## config.mk

```make
export PLATFORM = sky130hd
export DESIGN_NAME = brc_unit
export DESIGN_NICKNAME = d
export VERILOG_FILES = /design/src/rtl/brc_pkg.sv /design/src/rtl/brc_cond.sv /design/src/rtl/brc_target.sv /design/src/rtl/brc_unit.sv
export SDC_FILE = /design/constraint.sdc
export NUM_CORES = 1
export LEC_CHECK = 0
export ABC_AREA = 0
export BUFFER_PORTS_ARGS = -buffer_cell sky130_fd_sc_hd__buf_2
export CAP_MARGIN = 15
export CORE_ASPECT_RATIO = 1.75
export CORE_UTILIZATION = 46
export DETAILED_ROUTE_END_ITERATION = 7
export PLACE_DENSITY = 0.82
export SLEW_MARGIN = 40
export SYNTH_ARGS = -nofsm -noshare
export SYNTH_HDL_FRONTEND = slang
export SYNTH_SLANG_ARGS = --single-unit
```

## constraint.sdc

```tcl
create_clock -name clk -period 0.8 [get_ports clk]
set_input_delay 0.04 -clock clk [delete_from_list [all_inputs] [get_ports clk]]
set_output_delay 0.04 -clock clk [all_outputs]
set_load 0.05 [all_outputs]
```

## src/rtl/brc_pkg.sv

```systemverilog
package brc_pkg;
   localparam int FLAG_W   = 4;
   localparam int FLAG_N   = 3;
   localparam int FLAG_V   = 2;
   localparam int FLAG_C   = 1;
   localparam int FLAG_Z   = 0;
   localparam int BIT_ALT  = 15;
   localparam int BIT_LONG = 12;
   localparam int BIT_POL  = 5;
   localparam int SEL_HI   = 7;
   localparam int SEL_LO   = 6;
   localparam int BR_WORDS = 2;

   typedef enum logic [1:0] {
      SEL_NEG = 2'b00,
      SEL_OVF = 2'b01,
      SEL_CRY = 2'b10,
      SEL_ZER = 2'b11
   } cond_sel_e;

   function automatic int flag_index(input cond_sel_e s);
      case (s)
         SEL_NEG: return FLAG_N;
         SEL_OVF: return FLAG_V;
         SEL_CRY: return FLAG_C;
         default: return FLAG_Z;
      endcase
   endfunction
endpackage

```

## src/rtl/brc_cond.sv

```systemverilog
module brc_cond
   import brc_pkg::*;
#(
   parameter int WORD_W = 16,
   parameter bit ALT_EN = 1'b1
) (
   input  logic [WORD_W-1:0] op_word,
   input  logic [FLAG_W-1:0] flags,
   output logic              cond_true
);
   cond_sel_e sel;
   logic      classic_true;

   assign sel          = cond_sel_e'(op_word[SEL_HI:SEL_LO]);
   assign classic_true = (flags[flag_index(sel)] == op_word[BIT_POL]);

   generate
      if (ALT_EN) begin : g_alt
         logic alt_true;
         // alternate set: only code 111 ("always") is taken
         assign alt_true  = (op_word[SEL_HI:BIT_POL] == 3'b111);
         assign cond_true = op_word[BIT_ALT] ? alt_true : classic_true;
      end else begin : g_classic
         assign cond_true = classic_true;
      end
   endgenerate
endmodule

```

## src/rtl/brc_target.sv

```systemverilog
module brc_target
   import brc_pkg::*;
#(
   parameter int WORD_W = 16,
   parameter int ADDR_W = 16
) (
   input  logic [ADDR_W-1:0] pc_in,
   input  logic [WORD_W-1:0] ofs_word,
   input  logic              is_long,
   output logic [ADDR_W-1:0] seq_pc,
   output logic [ADDR_W-1:0] tgt_pc
);
   localparam int SHORT_W = WORD_W / 2;

   logic [ADDR_W-1:0] short_ext;
   logic [ADDR_W-1:0] long_ext;

   assign short_ext = {{(ADDR_W-SHORT_W){ofs_word[SHORT_W-1]}}, ofs_word[SHORT_W-1:0]};

   generate
      if (ADDR_W > WORD_W) begin : g_wide
         assign long_ext = {{(ADDR_W-WORD_W){ofs_word[WORD_W-1]}}, ofs_word};
      end else begin : g_same
         assign long_ext = ofs_word;
      end
   endgenerate

   assign seq_pc = pc_in + ADDR_W'(BR_WORDS);
   assign tgt_pc = seq_pc + (is_long ? long_ext : short_ext);
endmodule

```

## src/rtl/brc_unit.sv

```systemverilog
module brc_unit
   import brc_pkg::*;
#(
   parameter int WORD_W  = 16,
   parameter int ADDR_W  = 16,
   parameter bit ALT_EN  = 1'b1,
   parameter bit REG_OUT = 1'b1
) (
   input  logic              clk,
   input  logic              rst_n,
   input  logic              in_valid,
   input  logic [WORD_W-1:0] op_word,
   input  logic [WORD_W-1:0] ofs_word,
   input  logic [ADDR_W-1:0] pc_in,
   input  logic [3:0]        flags,
   output logic              res_valid,
   output logic              taken,
   output logic [ADDR_W-1:0] next_pc,
   output logic              push_req,
   output logic [ADDR_W-1:0] push_data
);
   generate
      if (WORD_W != 16) begin : g_bad_word
         $error("brc_unit: WORD_W must be 16");
      end
      if (ADDR_W < WORD_W) begin : g_bad_addr
         $error("brc_unit: ADDR_W must be at least WORD_W");
      end
   endgenerate

   logic              cond_true;
   logic [ADDR_W-1:0] seq_pc;
   logic [ADDR_W-1:0] tgt_pc;
   logic              is_long;
   logic              c_taken;
   logic              c_push;
   logic [ADDR_W-1:0] c_next;

   brc_cond #(.WORD_W(WORD_W), .ALT_EN(ALT_EN)) u_cond (
      .op_word  (op_word),
      .flags    (flags),
      .cond_true(cond_true)
   );

   assign is_long = op_word[BIT_LONG];

   brc_target #(.WORD_W(WORD_W), .ADDR_W(ADDR_W)) u_target (
      .pc_in   (pc_in),
      .ofs_word(ofs_word),
      .is_long (is_long),
      .seq_pc  (seq_pc),
      .tgt_pc  (tgt_pc)
   );

   assign c_taken = in_valid & cond_true;
   assign c_push  = c_taken & is_long;
   assign c_next  = cond_true ? tgt_pc : seq_pc;

   generate
      if (REG_OUT) begin : g_reg
         always_ff @(posedge clk or negedge rst_n) begin
            if (!rst_n) begin
               res_valid <= 1'b0;
               taken     <= 1'b0;
               push_req  <= 1'b0;
               next_pc   <= '0;
               push_data <= '0;
            end else begin
               res_valid <= in_valid;
               taken     <= c_taken;
               push_req  <= c_push;
               next_pc   <= c_next;
               push_data <= seq_pc;
            end
         end

         a_r7_answer: assert property (@(posedge clk) disable iff (!rst_n)
            in_valid |=> res_valid);
         a_r7_no_spurious: assert property (@(posedge clk) disable iff (!rst_n)
            !in_valid |=> !res_valid);
         a_r6_return_addr: assert property (@(posedge clk) disable iff (!rst_n)
            in_valid |=> (push_data == $past(pc_in) + ADDR_W'(BR_WORDS)));
         a_r5_fallthrough: assert property (@(posedge clk) disable iff (!rst_n)
            (in_valid && !cond_true) |=> (next_pc == $past(pc_in) + ADDR_W'(BR_WORDS)));
      end else begin : g_comb
         assign res_valid = in_valid;
         assign taken     = c_taken;
         assign push_req  = c_push;
         assign next_pc   = c_next;
         assign push_data = seq_pc;
      end
   endgenerate

   a_r6_push_with_redirect: assert property (@(posedge clk) disable iff (!rst_n)
      push_req |-> taken);
   a_r7_idle_quiet: assert property (@(posedge clk) disable iff (!rst_n)
      !res_valid |-> (!taken && !push_req));
   a_r5_untaken_no_push: assert property (@(posedge clk) disable iff (!rst_n)
      (res_valid && !taken) |-> !push_req);
endmodule

```

==> summary.md, run 1 <==
| Metric | Value |
|---|---|
| Status | `aborted with a tool error` |
| Failed at | `5_1_grt` |
| Stop err | `[ERROR DPL-0038] Utilization greater than 100%, impossible to legalize` |
| Top cell type's share of synthesized area | `a little under two fifths` |
| Syn Nets | `308` |
| DP HPWL | `approximately 5500 um` |
| Most area-consuming cells after synthesis | `dfrtp_1, ha_1, xnor2_1` |
| Async SR Flop Fraction | `between 90% and 100%` |
| Initial Util | `47.51%` |
| Avg Synthesized Cell Area | `between 9 and 10 um2` |
| Number of warnings issued by yosys | `0` |
| GRT repair_timing worst endpoint | `next_pc[15]$_DFF_PN0_/D` |
| Final Wtd Congestion | `0.8731` |
| Die Ht | `slightly below 100 um` |
| I/O Pins | `90` |
| Clock sink count | `35` |
| Prevailing post-synth register cell | `dfrtp_1` |
| Pin count of the biggest net entering global routing | `36` |
| CTS root buf | `clkbuf_8` |
| Dpl cells | `about 440` |
| Mapped Area | `about 2400 um2` |
| Port Buffers | `just under 80` |
| Cells after Synth | `237` |
| Clock buffer depth | `2` |
| Register bit total from synthesis | `35` |
| Die X | `~56 um` |
| Clock H-tree levels | `2` |
| Worst-path endpoint category | `sequential cell input` |
| Fraction of the yosys area taken by sequential cells | `a little under two fifths` |
| Post-synthesis cell type count | `50` |
| Number of synthesized flops with an enable pin | `0` |
| TritonCTS Buffers | `5` |
| Cell Rows | `34` |
| Dominant cell type by area after synthesis | `dfrtp_1` |
==> Yosys cell counts, types with 2 or more instances <==
master and number:
o21ai_1 2, a21oi_1 19, nor3_1 5, ha_1 15, nand2b_1 2, dfrtp_1 35
a311oi_1 2, nand4_1 4, xnor2_1 16, a21o_1 3, o21ai_0 8, or3_1 2
nand3_1 7, mux2i_1 2, nor2_1 17, xnor3_1 4, xor2_1 14, inv_1 10
nor2b_1 2, a31o_2 2, mux2_2 6, clkbuf_1 4, nand2_1 23, nor4_1 2
or2_2 4, o2111ai_1 2, o211ai_1 2
==> kinds of logic after synthesis <==
kind of cell	after synthesis	synth area share [%]
AO/OA/AOI/OAI	48	13.07
AND/OR/NAND/NOR	79	17.99
adder cells (fa/ha/maj)	16	8.783
flip-flops	35	37.04
multiplexers	10	5.291
XOR/XNOR	35	15.61
buffers and inverters	14	2.222
==> what timing repair did <==
action                                  CTS
endpoints found under the setup margin   59
pin swaps                                47
hold buffers                              4
endpoints found under the hold margin    40
gates resized for setup                 141
buffers inserted                         21
==> stage by stage <==
stage	instance area, um2	setup WS [ns]	TNS, ns
floorplan	2621	-1.365	-17.36
global placement	3647	-1.640	-25.33
detailed placement	3647	-1.692	-26.19
CTS	4507	-1.327	-18.08
==> inputs of run 2 (changes only) <==
--- a/config.mk
+++ b/config.mk
@@ -8,10 +8,9 @@
 export ABC_AREA = 0
 export BUFFER_PORTS_ARGS = -buffer_cell sky130_fd_sc_hd__buf_2
 export CAP_MARGIN = 15
-export CORE_ASPECT_RATIO = 1.75
-export CORE_UTILIZATION = 46
+export CORE_UTILIZATION = 31
 export DETAILED_ROUTE_END_ITERATION = 7
-export PLACE_DENSITY = 0.82
+export PLACE_DENSITY_LB_ADDON = 0.15
 export SLEW_MARGIN = 40
 export SYNTH_ARGS = -nofsm -noshare
 export SYNTH_HDL_FRONTEND = slang
==> run 2 against run 1 <==
- the flow now finishes, with violations (negative hold slack, negative setup slack)
- synthesized cell count unchanged
- synthesized area did not move
==> summary.md, run 2 <==
| Metric | Value |
|---|---|
| Status | `finished, violations left` |
| Failing checks | `negative hold slack, negative setup slack` |
| Avg Synthesized Cell Area | `9.978 um2 (unchanged)` |
| Hold slack | `-0.02953 ns` |
| Routed WL | `just over 7000 um` |
| Final Hold Viols | `1` |
| Hold Path Class | `primary input to flop` |
| CTS root buf | `clkbuf_8` |
| Detailed Routing Iterations Pass 1 | `4` |
| Most frequent cells in the layout | `buf_4, buf_6, dfrtp_1` |
| Residual DRC | `0` |
| Final Instance Area | `between 4000 and 5000 um2` |
| Dpl cell area | `3674 um2 (+0.72%)` |
| Slew margin rel. | `about three quarters` |
| Vias in the first global route | `2,315` |
| WS Path Type | `primary input to flop` |
| Detail Route Antenna Nets | `0` |
| Met1 Track Usage GR | `23.79%` |
| I/O Pins | `90 (unchanged)` |
| Largest registers | `next_pc: 16 flops, push_data: 16 flops` |
| Post-DR wirelength/cell | `about 14 um` |
| Number of warnings issued by yosys | `0 (unchanged)` |
| Cell Rows | `31 (-8.8%)` |
| Post-layout minimum cycle time | `between 2 and 2.5 ns` |
| Antenna Diode Count | `0` |
| Die X | `89.34 um (+59%)` |
| Post-cts hold buffer count | `5 (+1)` |
| Number of synthesized flops with an enable pin | `0 (unchanged)` |
| Total congestion overflow | `0` |
| Data arrival time of the worst path | `~2.4 ns` |
| Final slew viol count | `0` |
| Pin count of the biggest net entering global routing | `36` |
| Most area-consuming cells after synthesis | `dfrtp_1, ha_1, xnor2_1` |
| Max-Cap Viols | `0` |
| Power Density | `around 1500 nW/um2` |
| Iter 0 DRT Violations | `between 40 and 50` |
| Final Wtd Congestion | `0.8288 (-5.1%)` |
| Design Power | `6988 uW` |
| Register bit total from synthesis | `35 (unchanged)` |
| Fraction of layout instances using a drive strength above 1 | `about 62%` |
| Commonest non-fill, non-tap cell in the layout | `buf_4` |
| Top cells by count, synth | `dfrtp_1, nand2_1, a21oi_1` |
| Final setup fails | `between 50 and 60` |
| Worst-Margin Slew | `0.3521 ns` |
| Clock sink count | `35 (unchanged)` |
| Post-synthesis cell type count | `50 (unchanged)` |
| NumNets Final | `495` |
| Cells after Synth | `237 (unchanged)` |
| GRT Total Usage | `roughly 18%` |
| Area Growth Syn to Fin | `97.99%` |
| CP startpoint kind | `primary input` |
| Worst setup margin | `-1.357 ns` |
| Fmax | `roughly 0.46 GHz` |
| Post-Route Utilization | `63.87%` |
| Worst setup path end | `next_pc[15]` |
| Mapped Area | `2365 um2 (unchanged)` |
| Gr busiest metal | `met2` |
| Fraction of the yosys area taken by sequential cells | `37.04% (unchanged)` |
| DP HPWL | `5169 um (-6.4%)` |
| Critical Path End Type | `flop` |
| Max IR drop VDD | `0.0005994 V` |
| Fillers | `approximately 600` |
| Leak Pwr | `~0.0022 uW` |
| Port Buffers | `78 (unchanged)` |
| Async SR Flop Fraction | `100.0% (unchanged)` |
| Prevailing post-synth register cell | `dfrtp_1` |
| Fin crit share | `269.6%` |
| First-pass GRT wire length | `10,910 um` |
| DR vias/cell | `roughly 4.6` |
| Dominant cell type by area after synthesis | `dfrtp_1` |
| TritonCTS Buffers | `5 (unchanged)` |
| Syn Nets | `308 (unchanged)` |
| Initial Util | `32.26% (-15 points)` |
| Most frequent cell after synthesis | `dfrtp_1` |
| Clock buffer depth | `2 (unchanged)` |
| Worst path required time | `1.01 ns` |
| Routing usage on met2 | `between 30% and 40%` |
| Die Ht | `89.34 um (-7.8%)` |
| RSZ-0062 raised after global routing | `yes` |
| Worst-path clk slew | `0.07 ns` |
| Crit path launch | `pc_in[1]` |
| CP Max Fanout | `5` |
| CTS tree | `built` |
| Clock H-tree levels | `2 (unchanged)` |
| DIE AREA | `7982 um2` |
| Initial antenna violation count | `0` |
| Place WS | `-1.773 ns (-0.08082 ns)` |
| Core area | `7331 um2` |
| Top cell type's share of synthesized area | `37.04% (unchanged)` |
| Grt met3 use | `~3.1%` |
| Via Count | `around 2,400` |
==> run 2: cell counts after synthesis <==
Identical to the previous run, type by type.
==> run 2: how the worst min path moves through the flow <==
stage / to / from / cells past startpoint
after detailed placement: next_pc[2] / rst_n / 2
final: push_data[15] / pc_in[15] / 2
after global placement: next_pc[2] / rst_n / 2
after floorplan: next_pc[0] / rst_n / 0
after global routing: push_data[15] / pc_in[15] / 2
after CTS: push_data[15] / pc_in[15] / 2
==> run 2: cell families (layout without fill, tap and decap cells) <==
| logic type | after synthesis | after routing | share of synthesized area (%) |
|---|---|---|---|
| flops | 35 | 35 | 37.04 |
| mux | 10 | 10 | 5.291 |
| fa+ha+maj | 16 | 16 | 8.783 |
| simple gates | 79 | 79 | 17.99 |
| compound gates | 48 | 48 | 13.07 |
| buf+inv | 14 | 201 | 2.222 |
| xor+xnor | 35 | 35 | 15.61 |
==> run 2: cell type report <==
type | instances | area (um2) | share of cell area, %
clock buffers | 6 | 82.58 | 1.764
clock inverters | 1 | 5.005 | 0.1069
inverters | 10 | 37.54 | 0.8017
multi-input cells | 188 | 1952 | 41.69
flip-flops and latches | 35 | 875.8 | 18.71
well taps | 99 | 123.9 | 2.646
repair buffers | 184 | 1605 | 34.29
==> run 2: repair_timing <==
item / 4_1_cts / 5_1_grt
pin swaps: 32 / 42
cloned: 0 / 0
setup buffers: 25 / 13
hold endpoints to repair: 41 / 1
resized for setup: 133 / 43
endpoints found under the setup margin: 61 / 61
==> run 2: metal layers <==
| metal | up-vias | wire length (um) |
|---|---|---|
| met3 | 6 | 239 |
| met5 | - | 0 |
| met1 | 1110 | 3231 |
| li1 | 1211 | - |
| met2 | 61 | 3522 |
| met4 | 0 | 78 |
==> run 2: worst max-delay path, stage by stage <==
cell and delay (ns):
buf_8 0.09, ha_4 0.14, nand3_4 0.12, nor3_4 0.23
xor2_1 0.19, ha_2 0.25, a21oi_4 0.09, buf_4 0.14
nor2_1 0.08, nand2_1 0.09, o2111ai_2 0.20, mux2_4 0.32
a211oi_2 0.24, xnor2_1 0.14
==> run 2: metrics by stage <==
stage / std cells / TNS (ns)
final: 523 / -16.92
after global routing: 523 / -19.89
after CTS: 518 / -17.74
after detailed placement: 485 / -26.95
after global placement: 485 / -27.18
after floorplan: 237 / -17.36
==> run 2: power breakdown <==
group          internal, uW  total [uW]  switching (uW)
combinational          1740        3640            1910
sequential             1970        2070            94.1
clock                   675        1280             601
total                  4380        6990            2600
(Power assumes the default switching activity.)
==> inputs of run 3 (changes only) <==
--- a/config.mk
+++ b/config.mk
@@ -6,6 +6,7 @@
 export NUM_CORES = 1
 export LEC_CHECK = 0
 export ABC_AREA = 0
+export ABC_CLOCK_PERIOD_IN_PS = 800
 export BUFFER_PORTS_ARGS = -buffer_cell sky130_fd_sc_hd__buf_2
 export CAP_MARGIN = 15
 export CORE_UTILIZATION = 31
==> constraint.sdc (replaced) <==
create_clock -name clk -period 0.8 [get_ports clk]
set_input_delay 0.04 -clock clk [delete_from_list [all_inputs] [get_ports clk]]
set_output_delay 0.04 -clock clk [all_outputs]
set_load 0.005 [all_outputs]
==> run 3 against run 2 <==
- the flow still finishes with violations (negative hold slack, negative setup slack)
- critical path type unchanged
- fmax is 0.29% higher
- highest routed layer unchanged
- sequential cell count stayed put
- final cell count is 0.19% higher
==> summary.md, run 3 (synthesis results as in run 2) <==
| Metric | Value |
|---|---|
| Max IR drop VDD | `0.0005649 V (-5.8%)` |
| Via Count | `2,363 (-1.0%)` |
| I/O Pins | `90 (unchanged)` |
| Antenna Diode Count | `0 (unchanged)` |
| Area Growth Syn to Fin | `88.10%` |
| Detailed Routing Iterations Pass 1 | `4 (unchanged)` |
| Residual DRC | `0 (unchanged)` |
| Dpl cell area | `3674 um2 (unchanged)` |
| Iter 0 DRT Violations | `44 (unchanged)` |
| Routed WL | `6939 um (-1.9%)` |
| WS Path Type | `primary input to flop` |
| Pin count of the biggest net entering global routing | `36 (unchanged)` |
| Power Density | `1335 nW/um2 (-11%)` |
| DP HPWL | `5169 um (unchanged)` |
| Final slew viol count | `0 (unchanged)` |
| Post-cts hold buffer count | `5 (unchanged)` |
| Worst path bufs/invs | `2 (unchanged)` |
| RSZ-0062 raised after global routing | `yes` |
| Post-layout minimum cycle time | `2.151 ns (-0.006310 ns)` |
| Initial antenna violation count | `0 (unchanged)` |
| TritonCTS Buffers | `5 (unchanged)` |
| Design Power | `5938 uW (-15%)` |
| Setup_tns | `-15.37 ns (+1.541 ns)` |
| Leak Pwr | `0.002105 uW (-3.3%)` |
| Hold slack | `-0.02811 ns (+0.001424 ns)` |
| Final Wtd Congestion | `0.8288 (unchanged)` |
| Slowest CP cell | `mux2_4` |
| Fillers | `621 (+6.5%)` |
| Slew margin rel. | `75.59% (-0.84 points)` |
| Vias in the first global route | `2,254 (-2.6%)` |
| Final setup fails | `33 (-44%)` |
| Worst-path clk slew | `0.07 ns (about the same)` |
| Critical Path End Type | `flop` |
| Largest registers | `next_pc: 16 flops, push_data: 16 flops` |
| Most frequent cells in the layout | `buf_4, buf_2, dfrtp_1` |
| Worst-Margin Slew | `0.3629 ns (+0.01074 ns)` |
| Cell family with most CP delay | `compound AO/OA/AOI/OAI gates` |
| Cell Rows | `31 (unchanged)` |
| Fraction of layout instances using a drive strength above 1 | `62.35% (+0.089 points)` |
| Clock sink count | `35 (unchanged)` |
| CP Cell Sequence | `buf_8, nand4_1, buf_4, nor3_4, xnor2_2, ha_4, a21oi_4, nor4b_4, mux2i_2, o2111ai_2, mux2_4, a211oi_2, xnor2_1` |
| CP Max Fanout | `4 (-1)` |
| Data arrival time of the worst path | `2.36 ns (about the same)` |
| Max incr delay on CP | `0.32 ns (about the same)` |
| Worst path required time | `1.01 ns (about the same)` |
| Fmax | `0.4650 GHz (+0.29%)` |
| DIE AREA | `7982 um2 (unchanged)` |
| Clock H-tree levels | `2 (unchanged)` |
| Core area | `7331 um2 (unchanged)` |
| Post-DR wirelength/cell | `13.24 um (-2.1%)` |
| Max-Cap Viols | `0 (unchanged)` |
| CP startpoint kind | `primary input` |
| Die X | `89.34 um (unchanged)` |
| Dpl cells | `485 (unchanged)` |
| Die Ht | `89.34 um (unchanged)` |
| Port Buffers | `78 (unchanged)` |
| CTS root buf | `clkbuf_8` |
| Worst setup margin | `-1.351 ns (+0.006310 ns)` |
| Layout Cells excl Fill | `524 (+0.19%)` |
| Clock buffer depth | `2 (unchanged)` |
| Total congestion overflow | `0 (unchanged)` |
| NumNets Final | `496 (+0.20%)` |
| Initial Util | `32.26% (unchanged)` |
| Final Hold Viols | `1 (unchanged)` |
| DR vias/cell | `4.510 (-1.2%)` |
| Hold Path Class | `primary input to flop` |
| Place WS | `-1.773 ns (unchanged)` |
| GRT Total Usage | `17.88% (-0.49 points)` |
| Status | `finished, violations left` |
| CTS tree | `built` |
| Detail Route Antenna Nets | `0 (unchanged)` |
| Final Instance Area | `4448 um2 (-5.0%)` |
| Fin crit share | `268.8% (-0.79 points)` |
| Failing checks | `negative hold slack, negative setup slack` |
| Commonest non-fill, non-tap cell in the layout | `buf_4` |
| First-pass GRT wire length | `10,610 um (-2.8%)` |
[run 3: cell count changes in the layout (fill, tap and decap cells not counted), sizes merged]
cell  change
buf       +1
[run 3: path summary, 6_finish.rpt]
| check | endpoint | slack (ns) | cells after the start | start |
|---|---|---|---|---|
| setup / recovery | next_pc[15] | -1.35 | 13 | pc_in[4] |
| hold / removal | push_data[15] | -0.03 | 2 | pc_in[15] |
| max in group asynchronous | push_data[10] | 0.37 | 3 | rst_n |
| min in group asynchronous | next_pc[7] | 0.25 | 3 | rst_n |
[run 3: final cells by class]
type / instances / area [um2] / area share, %
clock buffers: 6 / 82.58 / 1.857
multi-input cells: 188 / 1941 / 43.63
clock inverters: 1 / 5.005 / 0.1125
inverters: 10 / 37.54 / 0.8439
well taps: 99 / 123.9 / 2.785
repair buffers: 185 / 1383 / 31.08
flip-flops and latches: 35 / 875.8 / 19.69
[run 3: report_power, final]
part           leakage [uW]  switching, uW  total (uW)  internal (uW)
combinational       0.00165           1180        2660           1470
clock             0.0000470            596        1270            675
sequential         0.000411           41.7        2010           1970
[run 3: through the flow]
stage | hold WS, ns | utilization (%)
after floorplan | -0.2556 | -
after global placement | 0.01443 | 50.11
after detailed placement | 0.01652 | 50.11
after CTS | -0.03445 | 57.79
after global routing | -0.02077 | 60.68
final | -0.02811 | 60.68
[run 3: metal layers]
layer / wire [um] / global-route usage [%] / up-vias
met3: 244 / 3.324 / 4
met5: 0 / 0 / -
met4: 54 / 6.061 / 0
met2: 3421 / 29.29 / 62
li1: - / - / 1212
met1: 3218 / 23.73 / 1085
[run 3: timing repair]
item / 4_1_cts / 5_1_grt
pin swaps: 32 / 53
cloned: 0 / 0
resized for setup: 63 / 39
endpoints found under the hold margin: 41 / 1
buffers inserted: 25 / 14
endpoints found under the setup margin: 60 / 61
